<file path="config.mk">
export PLATFORM = sky130hd
export DESIGN_NAME = pmadd_unit
export DESIGN_NICKNAME = d
export VERILOG_FILES = /design/src/rtl/pmadd_pkg.sv /design/src/rtl/pmadd_mul_lanes.sv /design/src/rtl/pmadd_combine.sv /design/src/rtl/pmadd_seq.sv /design/src/rtl/pmadd_unit.sv
export SDC_FILE = /design/constraint.sdc
export NUM_CORES = 2
export LEC_CHECK = 0
export CAP_MARGIN = 10
export CORE_MARGIN = 8
export CORE_UTILIZATION = 55
export CTS_CLUSTER_SIZE = 24
export DETAILED_ROUTE_END_ITERATION = 7
export GPL_ROUTABILITY_DRIVEN = 0
export PLACE_DENSITY_LB_ADDON = 0.3
export RECOVER_POWER = 100
export REMOVE_ABC_BUFFERS = 1
export SLEW_MARGIN = 5
export SYNTH_ARGS = -nofsm -noshare
export SYNTH_HDL_FRONTEND = slang
export SYNTH_SLANG_ARGS = --single-unit
</file>
<file path="constraint.sdc">
create_clock -name clk_i -period 7 [get_ports clk_i]
set_input_delay 1.05 -clock clk_i [delete_from_list [all_inputs] [get_ports clk_i]]
set_output_delay 1.05 -clock clk_i [all_outputs]
set_load 0.05 [all_outputs]
</file>
<file path="src/rtl/pmadd_pkg.sv">
package pmadd_pkg;
  typedef enum logic [1:0] {
    MODE_MADD     = 2'b00,
    MODE_MULH     = 2'b01,
    MODE_DOT      = 2'b10,
    MODE_MADD_ALT = 2'b11
  } mode_e;

  typedef enum logic [1:0] {
    ST_IDLE  = 2'b00,
    ST_BEAT2 = 2'b01,
    ST_FINAL = 2'b10
  } seq_state_e;
endpackage

</file>
<file path="src/rtl/pmadd_mul_lanes.sv">
module pmadd_mul_lanes #(
  parameter int LANES  = 4,
  parameter int WORD_W = 16,
  localparam int PROD_W = 2 * WORD_W,
  localparam int DATA_W = LANES * WORD_W
) (
  input  logic [DATA_W-1:0]       a_i,
  input  logic [DATA_W-1:0]       b_i,
  output logic [LANES*PROD_W-1:0] prod_o
);
  for (genvar k = 0; k < LANES; k++) begin : g_lane
    logic signed [PROD_W-1:0] ext_a, ext_b, prod;
    assign ext_a = PROD_W'($signed(a_i[k*WORD_W +: WORD_W]));
    assign ext_b = PROD_W'($signed(b_i[k*WORD_W +: WORD_W]));
    assign prod  = ext_a * ext_b;
    assign prod_o[k*PROD_W +: PROD_W] = prod;
  end
endmodule

</file>
<file path="src/rtl/pmadd_combine.sv">
module pmadd_combine #(
  parameter int LANES  = 4,
  parameter int WORD_W = 16,
  localparam int PROD_W = 2 * WORD_W,
  localparam int PAIRS  = LANES / 2,
  localparam int DATA_W = LANES * WORD_W
) (
  input  logic [LANES*PROD_W-1:0] prod_i,
  output logic [PAIRS*PROD_W-1:0] pair_o,
  output logic [DATA_W-1:0]       high_o
);
  for (genvar p = 0; p < PAIRS; p++) begin : g_pair
    // wraps modulo 2^PROD_W
    assign pair_o[p*PROD_W +: PROD_W] = prod_i[(2*p)*PROD_W +: PROD_W]
                                      + prod_i[(2*p+1)*PROD_W +: PROD_W];
  end
  for (genvar k = 0; k < LANES; k++) begin : g_high
    assign high_o[k*WORD_W +: WORD_W] = prod_i[k*PROD_W+WORD_W +: WORD_W];
  end
endmodule

</file>
<file path="src/rtl/pmadd_seq.sv">
module pmadd_seq
  import pmadd_pkg::*;
#(
  parameter int LANES  = 4,
  parameter int WORD_W = 16,
  localparam int PROD_W = 2 * WORD_W,
  localparam int PAIRS  = LANES / 2,
  localparam int DATA_W = LANES * WORD_W
) (
  input  logic                    clk_i,
  input  logic                    rst_ni,
  input  logic                    start_i,
  input  logic [1:0]              mode_i,
  input  logic [PAIRS*PROD_W-1:0] pair_i,
  input  logic [DATA_W-1:0]       high_i,
  output logic                    busy_o,
  output logic                    done_o,
  output logic [DATA_W-1:0]       result_o
);
  seq_state_e              state_q;
  logic [PAIRS*PROD_W-1:0] beat1_q, beat2_q;
  logic [DATA_W-1:0]       result_q;
  logic                    done_q;
  logic [PROD_W-1:0]       scalar;
  mode_e                   mode;

  assign mode = mode_e'(mode_i);

  always_comb begin
    scalar = '0;
    for (int p = 0; p < PAIRS; p++) begin
      scalar = scalar + beat1_q[p*PROD_W +: PROD_W] + beat2_q[p*PROD_W +: PROD_W];
    end
  end

  always_ff @(posedge clk_i or negedge rst_ni) begin
    if (!rst_ni) begin
      state_q  <= ST_IDLE;
      beat1_q  <= '0;
      beat2_q  <= '0;
      result_q <= '0;
      done_q   <= 1'b0;
    end else begin
      done_q <= 1'b0;
      case (state_q)
        ST_IDLE: begin
          if (start_i) begin
            case (mode)
              MODE_MULH: begin
                result_q <= high_i;
                done_q   <= 1'b1;
              end
              MODE_DOT: begin
                beat1_q <= pair_i;
                state_q <= ST_BEAT2;
              end
              default: begin
                result_q <= DATA_W'(pair_i);
                done_q   <= 1'b1;
              end
            endcase
          end
        end
        ST_BEAT2: begin
          beat2_q <= pair_i;
          state_q <= ST_FINAL;
        end
        ST_FINAL: begin
          result_q <= {{(DATA_W-PROD_W){scalar[PROD_W-1]}}, scalar};
          done_q   <= 1'b1;
          state_q  <= ST_IDLE;
        end
        default: state_q <= ST_IDLE;
      endcase
    end
  end

  assign busy_o   = (state_q != ST_IDLE);
  assign done_o   = done_q;
  assign result_o = result_q;
endmodule

</file>
<file path="src/rtl/pmadd_unit.sv">
module pmadd_unit #(
  parameter int LANES  = 4,
  parameter int WORD_W = 16,
  localparam int PROD_W = 2 * WORD_W,
  localparam int PAIRS  = LANES / 2,
  localparam int DATA_W = LANES * WORD_W
) (
  input  logic              clk_i,
  input  logic              rst_ni,
  input  logic              start_i,
  input  logic [1:0]        mode_i,
  input  logic [DATA_W-1:0] opa_i,
  input  logic [DATA_W-1:0] opb_i,
  output logic              busy_o,
  output logic              done_o,
  output logic [DATA_W-1:0] result_o
);
  logic [LANES*PROD_W-1:0] prod;
  logic [PAIRS*PROD_W-1:0] pair;
  logic [DATA_W-1:0]       high;

  pmadd_mul_lanes #(.LANES(LANES), .WORD_W(WORD_W)) i_mul (
    .a_i    (opa_i),
    .b_i    (opb_i),
    .prod_o (prod)
  );

  pmadd_combine #(.LANES(LANES), .WORD_W(WORD_W)) i_combine (
    .prod_i (prod),
    .pair_o (pair),
    .high_o (high)
  );

  pmadd_seq #(.LANES(LANES), .WORD_W(WORD_W)) i_seq (
    .clk_i    (clk_i),
    .rst_ni   (rst_ni),
    .start_i  (start_i),
    .mode_i   (mode_i),
    .pair_i   (pair),
    .high_i   (high),
    .busy_o   (busy_o),
    .done_o   (done_o),
    .result_o (result_o)
  );
endmodule

</file>
==> results.md <==
- Fin. Hold Viols: 0
- Slew margin rel.: -2.56
- CTS Buffer Depth: 2
- Mux cell area share after synthesis: 0.00328
- CP Data Arrival Time: 8.79 ns
- Adder-cell share of the synthesized area: 0.523
- Synth warnings: 0
- Max cap viols: 1
- Routed len/inst: 19.5 um
- Most frequent cell after synthesis: inv_1
- DRT iter0 DRCs: 3719
- Chip width: 326 um
- Slowest stage cell, crit path: fa_1
- DRT Pass-1 Iters: 8
- First-pass GRT wire length: 250 mm
- Violated checks: capacitance limit, slew limit, setup timing
- Status: complete, but fails checks
- Net total in the final layout: 8572
- CTS Sinks: 195
- Area taken by multi-input logic gates: 0.0460 mm^2
- Fin util: 0.721
- Post-synthesis sequential area ratio: 0.0926
- Area of the die: 0.106 mm^2
- # fillers: 6537
- Pin count of the biggest net entering global routing: 118
- Initial antenna violation count: 3
- Aggregate routed wire length: 160 mm
- Row Count: 113
- Clock latency on the worst-skew pair: 0.45 ns
- Worst path top cell family by delay: adder cells
- Critical path class: in2reg
- Core area: 0.0950 mm^2
- Synth Area in XOR/XNOR: 0.0396
- DRC: 0
- Largest cells by area after synthesis: fa_1 42%, ha_1 10%, dfrtp_1 9.3%
- Vias in the first global route: 48900
- GRT Total Usage: 0.288
- Number of buffers created by CTS: 17
- Slack of the critical path: -1.52 ns
- RSZ-0062 raised after global routing: true
- Post-synthesis simple-gate area fraction: 0.146
- Commonest cells post-synth: 1219 x inv_1, 1112 x fa_1, 733 x nand2_1, 505 x and2_1, 421 x ha_1
- Reg clk slew, reported paths: 0.08 ns
- Total number of vias: 45200
- CP Max Fanout: 7
- Cell mode on critical path: fa_1
- Tcrit/Tclk final: 1.22
- Sequential Area: 0.00488 mm^2
- Yosys top cell area share: 0.423
- Yosys top cell by area: fa_1
- Die height: 326 um
- Vias per cell: 5.52
- Initial Util: 0.555
- Hold_buf cts: 0
- Post-synthesis instance total: 5776
- #FFs+latches synth: 195
- Primary FF master, synth: dfrtp_1
- CTS tree: built
- Largest family of logic cells by synthesized area: adder cells
- Max-slew violations: 118
- Critical Path RT: 7.27 ns
- Grt ovf: 0
- CTS root buf: clkbuf_16
- Synth Area in Compound Gates: 0.0948
- Critical path buffers and inverters: 8
- Layout Cells excl Fill: 8186
- CP endpoint kind: flop
- Final min period: 8.52 ns
- Critical Path Max Stage Delay: 0.55 ns
- Post-synth ARST share: 1.00
- Ports: 199
- Min-delay worst type: reg2reg
- Placed cells: 7981
- Synth unique cells: 84
- Measured slew at the worst slew-check pin: 5.33 ns
- Detail Route Antenna Nets: 0
- CTS H-tree lvls: 4
- Max Clk Rate: 0.117 GHz
- Clk_skew: 0.0211 ns
- Number of flops mapped to enable cells by yosys: 0
- HPWL Detailed: 122 mm
- Layout cells sized above 1: 0.269
- Area delta synth->final: 30.0%
- Cell Area, Synth: 0.0527 mm^2
- Input/output buffers: 198
- Count of final setup violators: 127
- Crit start category: primary input
- Syn Area/Cell: 9.12 um^2
==> routing by layer <==
metal,global-route usage,share of wire
met4,0.132,0.055
met5,0,0.000075
met2,0.491,0.50
met1,0.361,0.38
met3,0.0424,0.069
==> layout make-up <==
type,instances,share of cell area
Multi-Input combinational cell,4163,0.671
Timing Repair Buffer,1310,0.159
Sequential cell,195,0.0712
Inverter,1219,0.0668
Tap cell,1265,0.0231
Clock buffer,18,0.00627
Clock inverter,13,0.00205
Antenna cell,3,0.000110
==> worst register-to-register path: cells and delay by family (launching register included) <==
kind / cells / cell delay (ns)
buffers and inverters: 1 / 0.09
DFF: 1 / 0.40
adders and majority gates: 4 / 1.40
and+or+nand+nor: 4 / 1.18
AOI/OAI and AO/OA: 8 / 2.45
==> logic make-up after synthesis <==
logic type,after synthesis
XOR/XNOR,235
AO/OA/AOI/OAI,796
AND/OR/NAND/NOR,1583
flip-flops,195
buffers and inverters,1418
adder cells (fa/ha/maj),1533
multiplexers,16
==> final timing paths <==
kind,end,cells after the start,slack [ns],startpoint
worst min register to register,i_seq.beat1_q[32]$_DFFE_PN0P_,2,0.50,i_seq.beat1_q[32]$_DFFE_PN0P_
worst min-delay path,i_seq.beat1_q[32]$_DFFE_PN0P_,2,0.50,i_seq.beat1_q[32]$_DFFE_PN0P_
min in group asynchronous,i_seq.result_o[55]$_DFFE_PN0P_,1,2.70,rst_ni
max in group asynchronous,i_seq.beat2_q[39]$_DFFE_PN0N_,2,0.85,rst_ni
worst max-delay path,i_seq.beat1_q[63]$_DFFE_PN0P_,37,-1.52,opb_i[35]
worst max register to register,i_seq.result_o[59]$_DFFE_PN0P_,17,1.39,i_seq.beat2_q[1]$_DFFE_PN0N_
==> state kept, by name, summed over array words and instances (netlist names) <==
signal,cells
i_seq.beat1_q,64
i_seq.beat2_q,64
i_seq.done_o,1
i_seq.result_o,64
i_seq.state_q,2
==> per-stage QoR <==
| step | setup TNS, ns | setup WS (ns) | hold WS (ns) | instance area (um^2) |
|---|---|---|---|---|
| final | -108.17 | -1.52 | 0.499 | 68500 |
| after global routing | -154.05 | -1.78 | 0.531 | 68500 |
| after CTS | -69.74 | -1.16 | 0.499 | 66800 |
| after detailed placement | -235.18 | -2.58 | 0.481 | 62700 |
| after global placement | -217.11 | -2.35 | 0.472 | 62700 |
| after floorplan | -66.12 | -1.42 | 0.452 | 51900 |
==> placed cells by master (no fill, tap or decap), types with 68 or more instances in the layout <==
master	n
a21oi_1	110
buf_6	193
dlygate4sd3_1	69
dfrtp_1	195
fa_1	1072
a21o_1	98
xnor2_1	115
a21oi_2	69
and2_1	437
nand2_1	692
ha_1	350
buf_4	925
o21ai_0	136
nor2_1	132
o21ai_1	68
inv_1	1159
==> repair_timing <==
action / in CTS / in global routing
setup endpoints to repair: 138 / 132
buffers inserted: 131 / 84
gates cloned: 2 / 0
resized for setup: 1153 / 400
pin swaps: 428 / 264
Power is left out: the tool's default activity adds up to more than one toggle a clock period on the data nets, which glitch-free logic cannot reach.
